File: config.mk
export PLATFORM = sky130hd
export DESIGN_NAME = pwm_tick_divider
export DESIGN_NICKNAME = d
export VERILOG_FILES = /design/src/rtl/tdiv_pkg.sv /design/src/rtl/pin_sync_edge.sv /design/src/rtl/frac_accum_core.sv /design/src/rtl/pwm_tick_divider.sv
export SDC_FILE = /design/constraint.sdc
export NUM_CORES = 1
export LEC_CHECK = 0
export ABC_AREA = 1
export BUFFER_PORTS_ARGS = -buffer_cell sky130_fd_sc_hd__buf_2
export CAP_MARGIN = 10
export CORE_UTILIZATION = 30
export CTS_CLUSTER_DIAMETER = 120
export DETAILED_ROUTE_END_ITERATION = 8
export RECOVER_POWER = 100
export SLEW_MARGIN = 20
export SYNTH_ARGS = -nofsm -noshare
export SYNTH_HDL_FRONTEND = slang
export SYNTH_HIERARCHICAL = 1
export SYNTH_SLANG_ARGS = --single-unit
File: constraint.sdc
create_clock -name clk -period 2.5 [get_ports clk]
set_input_delay 0.375 -clock clk [delete_from_list [all_inputs] [get_ports clk]]
set_output_delay 0.375 -clock clk [all_outputs]
set_load 0.01 [all_outputs]
File: src/rtl/tdiv_pkg.sv
package tdiv_pkg;

    typedef enum logic [1:0] {
        MD_FREE  = 2'd0,
        MD_GATED = 2'd1,
        MD_RISE  = 2'd2,
        MD_FALL  = 2'd3
    } div_mode_e;

    typedef enum logic {
        ST_HOLD = 1'b0,
        ST_RUN  = 1'b1
    } run_state_e;

endpackage

File: src/rtl/pin_sync_edge.sv
module pin_sync_edge #(
    parameter int STAGES = 2
) (
    input  logic clk,
    input  logic rst_n,
    input  logic pin_in,
    output logic level_o,
    output logic rise_o,
    output logic fall_o
);

    logic [STAGES-1:0] chain_q;
    logic              prev_q;

    always_ff @(posedge clk or negedge rst_n) begin
        if (!rst_n) chain_q[0] <= 1'b0;
        else        chain_q[0] <= pin_in;
    end

    for (genvar g = 1; g < STAGES; g++) begin : g_stage
        always_ff @(posedge clk or negedge rst_n) begin
            if (!rst_n) chain_q[g] <= 1'b0;
            else        chain_q[g] <= chain_q[g-1];
        end
    end

    always_ff @(posedge clk or negedge rst_n) begin
        if (!rst_n) prev_q <= 1'b0;
        else        prev_q <= chain_q[STAGES-1];
    end

    assign level_o = chain_q[STAGES-1];
    assign rise_o  = chain_q[STAGES-1] & ~prev_q;
    assign fall_o  = ~chain_q[STAGES-1] & prev_q;

    // a detected edge lasts one cycle only
    a_r8_rise_single: assert property (@(posedge clk) disable iff (!rst_n)
        rise_o |=> !rise_o);
    a_r9_fall_single: assert property (@(posedge clk) disable iff (!rst_n)
        fall_o |=> !fall_o);

endmodule

File: src/rtl/frac_accum_core.sv
module frac_accum_core
    import tdiv_pkg::*;
#(
    parameter int INT_W  = 8,
    parameter int FRAC_W = 4
) (
    input  logic              clk,
    input  logic              rst_n,
    input  logic              chan_en,
    input  div_mode_e         mode,
    input  logic [INT_W-1:0]  whole,
    input  logic [FRAC_W-1:0] frac,
    input  logic              level,
    input  logic              rise,
    input  logic              fall,
    output logic              tick_o
);

    localparam int CNT_W = INT_W + 1;
    localparam logic [CNT_W-1:0] FULL_WHOLE = CNT_W'(1) << INT_W;

    run_state_e        st_q;
    logic [CNT_W-1:0]  cnt_q;
    logic [FRAC_W-1:0] acc_q;
    logic              ext_q;
    logic              tick_q;

    logic [CNT_W-1:0]  whole_eff;
    logic [CNT_W-1:0]  limit;
    logic              at_end;
    logic [FRAC_W:0]   acc_sum;

    always_comb begin
        whole_eff = (whole == '0) ? FULL_WHOLE : CNT_W'(whole);
        limit     = whole_eff + CNT_W'(ext_q);
        at_end    = (cnt_q >= (limit - CNT_W'(1)));
        acc_sum   = {1'b0, acc_q} + {1'b0, frac};
    end

    // State register
    always_ff @(posedge clk or negedge rst_n) begin
        if (!rst_n)       st_q <= ST_HOLD;
        else if (chan_en) st_q <= ST_RUN;
        else              st_q <= ST_HOLD;
    end

    // Divider datapath and tick output
    always_ff @(posedge clk or negedge rst_n) begin
        if (!rst_n) begin
            cnt_q  <= '0;
            acc_q  <= '0;
            ext_q  <= 1'b0;
            tick_q <= 1'b0;
        end else if (!chan_en) begin
            cnt_q  <= '0;
            acc_q  <= '0;
            ext_q  <= 1'b0;
            tick_q <= 1'b0;
        end else if (st_q == ST_HOLD) begin
            tick_q <= 1'b0;
        end else begin
            unique case (mode)
                MD_RISE: tick_q <= rise;
                MD_FALL: tick_q <= fall;
                MD_FREE, MD_GATED: begin
                    if (mode == MD_FREE || level) begin
                        if (at_end) begin
                            tick_q         <= 1'b1;
                            cnt_q          <= '0;
                            {ext_q, acc_q} <= acc_sum;
                        end else begin
                            tick_q <= 1'b0;
                            cnt_q  <= cnt_q + CNT_W'(1);
                        end
                    end else begin
                        tick_q <= 1'b0;
                    end
                end
            endcase
        end
    end

    assign tick_o = tick_q;

    a_r1_idle_quiet: assert property (@(posedge clk) disable iff (!rst_n)
        !chan_en |=> !tick_q);
    a_r4_cnt_bound: assert property (@(posedge clk) disable iff (!rst_n)
        cnt_q <= FULL_WHOLE);
    a_r5_unity_ticks: assert property (@(posedge clk) disable iff (!rst_n)
        (st_q == ST_RUN && chan_en && mode == MD_FREE && whole == INT_W'(1)
         && frac == '0 && !ext_q) |=> tick_q);
    a_r7_gate_freeze: assert property (@(posedge clk) disable iff (!rst_n)
        (st_q == ST_RUN && chan_en && mode == MD_GATED && !level)
        |=> ($stable(cnt_q) && !tick_q));
    a_r8_edge_tick: assert property (@(posedge clk) disable iff (!rst_n)
        (st_q == ST_RUN && chan_en && mode == MD_RISE && rise) |=> tick_q);
    a_r11_load_cycle: assert property (@(posedge clk) disable iff (!rst_n)
        (st_q == ST_HOLD && chan_en) |=> (!tick_q && cnt_q == '0));

endmodule

File: src/rtl/pwm_tick_divider.sv
module pwm_tick_divider
    import tdiv_pkg::*;
#(
    parameter int INT_W       = 8,
    parameter int FRAC_W      = 4,
    parameter int SYNC_STAGES = 2
) (
    input  logic              clk,
    input  logic              rst_n,
    input  logic              chan_en,
    input  logic [INT_W-1:0]  div_whole,
    input  logic [FRAC_W-1:0] div_frac,
    input  logic [1:0]        mode_sel,
    input  logic              pin_b,
    output logic              tick,
    output logic              slow_rate
);

    logic pin_level;
    logic pin_rise;
    logic pin_fall;

    pin_sync_edge #(.STAGES(SYNC_STAGES)) u_sync (
        .clk     (clk),
        .rst_n   (rst_n),
        .pin_in  (pin_b),
        .level_o (pin_level),
        .rise_o  (pin_rise),
        .fall_o  (pin_fall)
    );

    frac_accum_core #(.INT_W(INT_W), .FRAC_W(FRAC_W)) u_core (
        .clk     (clk),
        .rst_n   (rst_n),
        .chan_en (chan_en),
        .mode    (div_mode_e'(mode_sel)),
        .whole   (div_whole),
        .frac    (div_frac),
        .level   (pin_level),
        .rise    (pin_rise),
        .fall    (pin_fall),
        .tick_o  (tick)
    );

    assign slow_rate = !((div_whole == INT_W'(1)) && (div_frac == '0));

    // at full speed, free mode ticks on consecutive clocks
    a_r6_full_speed_back_to_back: assert property (@(posedge clk) disable iff (!rst_n)
        (!slow_rate && chan_en && mode_sel == 2'd0 && tick) |=> tick);

endmodule

# Word-level counts from Yosys, hierarchy flattened
# Index checks and enable logic that the tools add are counted.
dict set report totals {
  regBits 19
  latchBits 0
  ram_bits 0
  mem_bits_ro 0
  inputBits 18
  out_inout_bits 2
  wordCells 56
  memories 0
}
dict set report classes {
  addsub 4
  multipliers 0
  div_mod_pow 0
  order_cmp 1
  eq_ne 8
  n_shift 0
  n_mux 22
  n_bitwise 4
  n_reduce_logical 9
}
# operator n
set op_table {}
lappend op_table {{$mux 9} 6}
lappend op_table {{$mux 4} 5}
lappend op_table {{$mux 1} 10}
lappend op_table {{$add 9x1->9} 1}
lappend op_table {{$add 9x1->9 const B} 1}
lappend op_table {{$ge 9x9->1} 1}
lappend op_table {{$sub 9x1->9 const B} 1}
lappend op_table {{$eq 8x1->1 const B} 1}
lappend op_table {{$logic_not 8->1} 1}
lappend op_table {{$ne 2x1->1 const B} 4}
lappend op_table {{$add 4x4->5} 1}
lappend op_table {{$eq 2x2->1 const B} 2}
lappend op_table {{$logic_not 4->1} 1}
lappend op_table {{$reduce_and 4->1} 1}
lappend op_table {{$pmux 1 s3} 1}
lappend op_table {{$reduce_and 3->1} 1}
lappend op_table {{$and 1x1->1} 2}
lappend op_table {{$eq 2x1->1 const B} 1}
lappend op_table {{$logic_not 2->1} 1}
lappend op_table {{$not 1->1} 2}
lappend op_table {{$reduce_or 2->1} 1}
lappend op_table {{$logic_and 1x1->1} 1}
lappend op_table {{$logic_not 1->1} 1}
lappend op_table {{$logic_or 1x1->1} 1}

# Depth between registers and ports, before layout
dict set report logic_depth {
  depth_word 10
  ltp_mapped 15
  depth_no_buf 15
}

# Hierarchy
# Netlist, hierarchy kept.
# module n_inst cells_per_inst area_per_inst_um2 seq_area_each_um2
set modules_own_cells {}
lappend modules_own_cells {frac_accum_core 1 183 1362.6 400.4}
lappend modules_own_cells {pin_sync_edge 1 7 90.1 75.1}
lappend modules_own_cells {pwm_tick_divider 1 17 67.6 0.0}

# Least setup slack after synthesis
# Ideal clock, no wire load.
dict set report synth_timing {
  kind {input -> register}
  startpoint {input div_whole[0]}
  endpoint {register u_core.cnt_q[6]}
  setup_time_ps 120
  arrival_time_ps 2001
  path_slack_ps 379
  path_stages 15
  path_buffers 0
  path_cell_list {inv_1 ha_1 ha_1 nand2_1 inv_1 nand2_1 xor2_1 ha_1 nand2_1 a21oi_1 nor2_4 nand3_4 nand2_4 inv_2 nor2_1}
}
dict set report synth_between {
  elab_chain_cells 10
}
# element line
set synth_rtl {}
lappend synth_rtl {{start: declaration} pwm_tick_divider.sv:11} ;# input logic [INT_W-1:0] div_whole,
lappend synth_rtl {{$logic_not 8->1} frac_accum_core.sv:34} ;# whole_eff = (whole == '0) ? FULL_WHOLE : CNT_W'(whole);
lappend synth_rtl {{$mux 9 (*)} frac_accum_core.sv:34}
lappend synth_rtl {{$add 9x1->9 (*)} frac_accum_core.sv:35} ;# limit = whole_eff + CNT_W'(ext_q);
lappend synth_rtl {{$sub 9x1->9 (*)} frac_accum_core.sv:36} ;# at_end = (cnt_q >= (limit - CNT_W'(1)));
lappend synth_rtl {{$ge 9x9->1 (*)} frac_accum_core.sv:36}
lappend synth_rtl {{$mux 9 (*)} frac_accum_core.sv:67} ;# if (at_end) begin
lappend synth_rtl {{$mux 9 (*)} frac_accum_core.sv:66} ;# if (mode == MD_FREE || level) begin
lappend synth_rtl {{$mux 9 (*)} frac_accum_core.sv:62} ;# unique case (mode)
lappend synth_rtl {{$mux 9 (*)} frac_accum_core.sv:59} ;# end else if (st_q == ST_HOLD) begin
lappend synth_rtl {{$mux 9 (*)} frac_accum_core.sv:54} ;# end else if (!chan_en) begin
lappend synth_rtl {{end signal: assignment} frac_accum_core.sv:73} ;# cnt_q <= cnt_q + CNT_W'(1);
lappend synth_rtl {{end: declaration} frac_accum_core.sv:23} ;# logic [CNT_W-1:0] cnt_q;
# Every way passes the cells marked *; elsewhere a longest branch is shown, timed or not. The select of a mux whose other input is x is not followed.
# A chain may end at the register's enable or synchronous reset.

# Worst setup path in the final report
dict set report layout_timing {
  startpoint {register u_core.ext_q}
  endpoint {register u_core.cnt_q[6]}
}
dict set report layout_between {
  elab_chain_cells 8
}
# element line
set layout_rtl {}
lappend layout_rtl {{start: declaration} frac_accum_core.sv:25} ;# logic ext_q;
lappend layout_rtl {{start signal: assignment} frac_accum_core.sv:70} ;# {ext_q, acc_q} <= acc_sum;
lappend layout_rtl {{$add 9x1->9} frac_accum_core.sv:35}
lappend layout_rtl {{$sub 9x1->9} frac_accum_core.sv:36}
lappend layout_rtl {{$ge 9x9->1} frac_accum_core.sv:36}
lappend layout_rtl {{$mux 9} frac_accum_core.sv:67}
lappend layout_rtl {{$mux 9} frac_accum_core.sv:66}
lappend layout_rtl {{$mux 9} frac_accum_core.sv:62}
lappend layout_rtl {{$mux 9} frac_accum_core.sv:59}
lappend layout_rtl {{$mux 9} frac_accum_core.sv:54}
# No other way between the ends. The select of a mux whose other input is x is not followed.

==> results.json <==
{
  "outcome": "finished clean",
  "first_pass_iters": 4,
  "rows": 25,
  "final_max_slew_viol_count": 0,
  "syn_avg_cell_area_sq_um": 7.34,
  "nets": 264,
  "grt.overflow.total": 0,
  "power.leakage_uw": 0.000936,
  "required_ns": 2.64,
  "p_comb_share_pct": 21.4,
  "root_buffer": "clkbuf_8",
  "path_class": "flip-flop to flip-flop",
  "clock.fmax_mhz": 441,
  "cp.depth": 15,
  "wl_per_cell_um": 9.85,
  "clock_skew_ns": 0.00241,
  "synthCells": 207,
  "cts-htree-levels": 1,
  "fp.dieH_um": 73.2,
  "ant_nets": 0,
  "port_buffers": 19,
  "maxCapViolations": 0,
  "grt.total_usage_pct": 12.4,
  "postCtsSetupRepairBufs": 0,
  "synth.area.top_cells": "dfrtp_1 (31%), ha_1 (13%), nand2_1 (13%)",
  "place_area_sq_um": 1680,
  "insertion_delay_ns": 0.25,
  "cts.sinks": 19,
  "intPower_uw": 494,
  "dp_hpwl_mm": 2.34,
  "instances_no_fill": 295,
  "gp_congestion": 0.743,
  "final_util_pct": 36.2,
  "cts_made_buffers": 3,
  "antenna_found_initial": 0,
  "fin_tns_setup_ns": 0,
  "start_util_pct": 31.8,
  "swShare_pct": 29.0,
  "rsz0062_at_grt": "no",
  "min_period_over_period_pct": 90.7,
  "ys_ff_latch": 19,
  "grt_pass1_wl_mm": 5.20,
  "hold_viol_final": 0,
  "hold_buffers": 0,
  "synth_cell_types": 28,
  "ioPinCount": 20,
  "final-seq-area_sq_um": 475,
  "slew_headroom_pct": 30.8,
  "path_clk_slew_ns": 0.07,
  "clkPwrFrac_pct": 31.0,
  "core_sq_um": 4790,
  "wirelength_mm": 2.91,
  "arrival_ns": 2.41,
  "ys_seq_area_share_pct": 31.3,
  "yosysTopAreaCell": "dfrtp_1",
  "cpMaxStageDelayCell": "dfrtp_1",
  "final_area_sq_um": 1730,
  "multi_input_area_sq_um": 896,
  "die_x_um": 73.2,
  "first_iter_violations": 16,
  "critPathLaunchType": "flip-flop",
  "place_inst": 291,
  "cts_buffer_depth": 2,
  "drcViolationCount": 0,
  "grt_max_degree": 20,
  "viasPerCell": 4.18,
  "fin_crit_ns": 2.27,
  "hold_class": "input port to flip-flop",
  "net-switching-power_uw": 202,
  "slowest_delay_ns": 0.39,
  "netlist.area_leader.share_pct": 31.3,
  "whs_path_depth": 1,
  "critPathCaptureType": "flip-flop",
  "setup_violations": 0,
  "ys_warn_count": 6,
  "p_per_area_nw_per_um2": 401,
  "vias": 1234,
  "syn_area_sq_um": 1520,
  "path_cells": "inv_1, ha_1, ha_2, nand2_1, inv_1, nand2_1, xor2_1, ha_1, nand2_1, a21oi_2, nor2_4, nand3_4, nand2_4, inv_4, nor2_1",
  "nFillCells": 526,
  "ir_worst_vdd_uv": 239,
  "post_cts_resized": 0,
  "hold-worst-slack_ns": 0.225,
  "drive_above_1_share_pct": 16.2,
  "r2r_cells": 15,
  "diodes": 0,
  "yosysMostFrequentCell": "nand2_1",
  "critPathBufInv": 3,
  "dieArea_sq_um": 5360,
  "area_growth_pct": 14.0,
  "synth_nets": 242,
  "synthTopCellsByCount": "nand2_1 (53), inv_1 (34), nor2_1 (24)",
  "cts_tree": "yes",
  "critical-path-top-delay-family": "adder cells",
  "sequentialPowerShare_pct": 47.7,
  "path_common_cell": "nand2_1",
  "worstMarginPinSlew_ns": 1.04,
  "grt_pass1_vias": 1231,
  "synth_async_sr_flop_share_pct": 100,
  "crit_fanout": 7,
  "synth_edf_count": 0,
  "synth_top_flop_cell": "dfrtp_1"
}
per-layer routing:
metal | global-route usage (%) | part of all wire (%) | vias to the layer above
met5 | 0 | 0 | -
met1 | 17.9 | 56 | 528
met2 | 19.4 | 41 | 20
met3 | 1.66 | 2.8 | 0
met4 | 3.27 | 0 | 0
li1 | - | - | 686
registers in the layout, indices dropped and copies added, names as in the netlist:
name,cells
u_sync/level_o,1
u_core/acc_q,4
u_core/ext_q,1
u_sync/prev_q,1
u_sync/chain_q,1
u_core/st_q,1
u_core/cnt_q,9
u_core/tick_o,1
area by class of cell:
type	instances	area share [%]
timing repair buffer	19	5.27
tap	67	4.84
multi-input combinational	149	51.7
sequential	19	27.4
inverter	37	8.16
clock buffer	4	2.60
layout by cell type (no fill, tap or decap), drive strengths merged, types with 6 or more instances in the layout:
cell,synthesis,final
a21oi,6,6
buf,2,16
clkbuf,0,7
dfrtp,19,19
ha,16,16
inv,37,37
nand2,58,58
nand3,14,14
nor2,28,28
kinds of logic after synthesis:
family          synth area share [%]
fa+ha+maj                       14.5
buf+inv                         10.2
simple gates                    34.0
xor+xnor                        4.61
flops                           31.3
compound gates                  5.43
path summary, 6_finish.rpt:
| path | startpoint | end | slack [ns] |
|---|---|---|---|
| setup / recovery | u_core/ext_q | u_core/cnt_q[6] | 0.23 |
| hold / removal | pin_b | u_sync/chain_q[0] | 0.22 |
| setup reg to reg | u_core/ext_q | u_core/cnt_q[6] | 0.23 |
| hold reg to reg | u_sync/chain_q[0] | u_sync/level_o | 0.35 |
| max in group asynchronous | rst_n | u_core/cnt_q[1] | 1.60 |
| min in group asynchronous | rst_n | u_core/st_q | 0.28 |
through the flow:
| stage | total power (uW) | setup slack (ns) |
|---|---|---|
| after floorplan | 439 | 0.379 |
| after global placement | 488 | 0.130 |
| after detailed placement | 488 | 0.0627 |
| after CTS | 706 | 0.140 |
| after global routing | 743 | 0.0166 |
| final | 696 | 0.233 |
power by group through the flow:
stage | clock network, uW | registers, uW | logic (uW)
floorplan | 0 | 335 | 104
global placement | 0 | 339 | 149
detailed placement | 0 | 338 | 150
CTS | 223 | 332 | 151
global route | 233 | 333 | 176
finish | 215 | 332 | 149
Power figures use the tool's default switching activity.
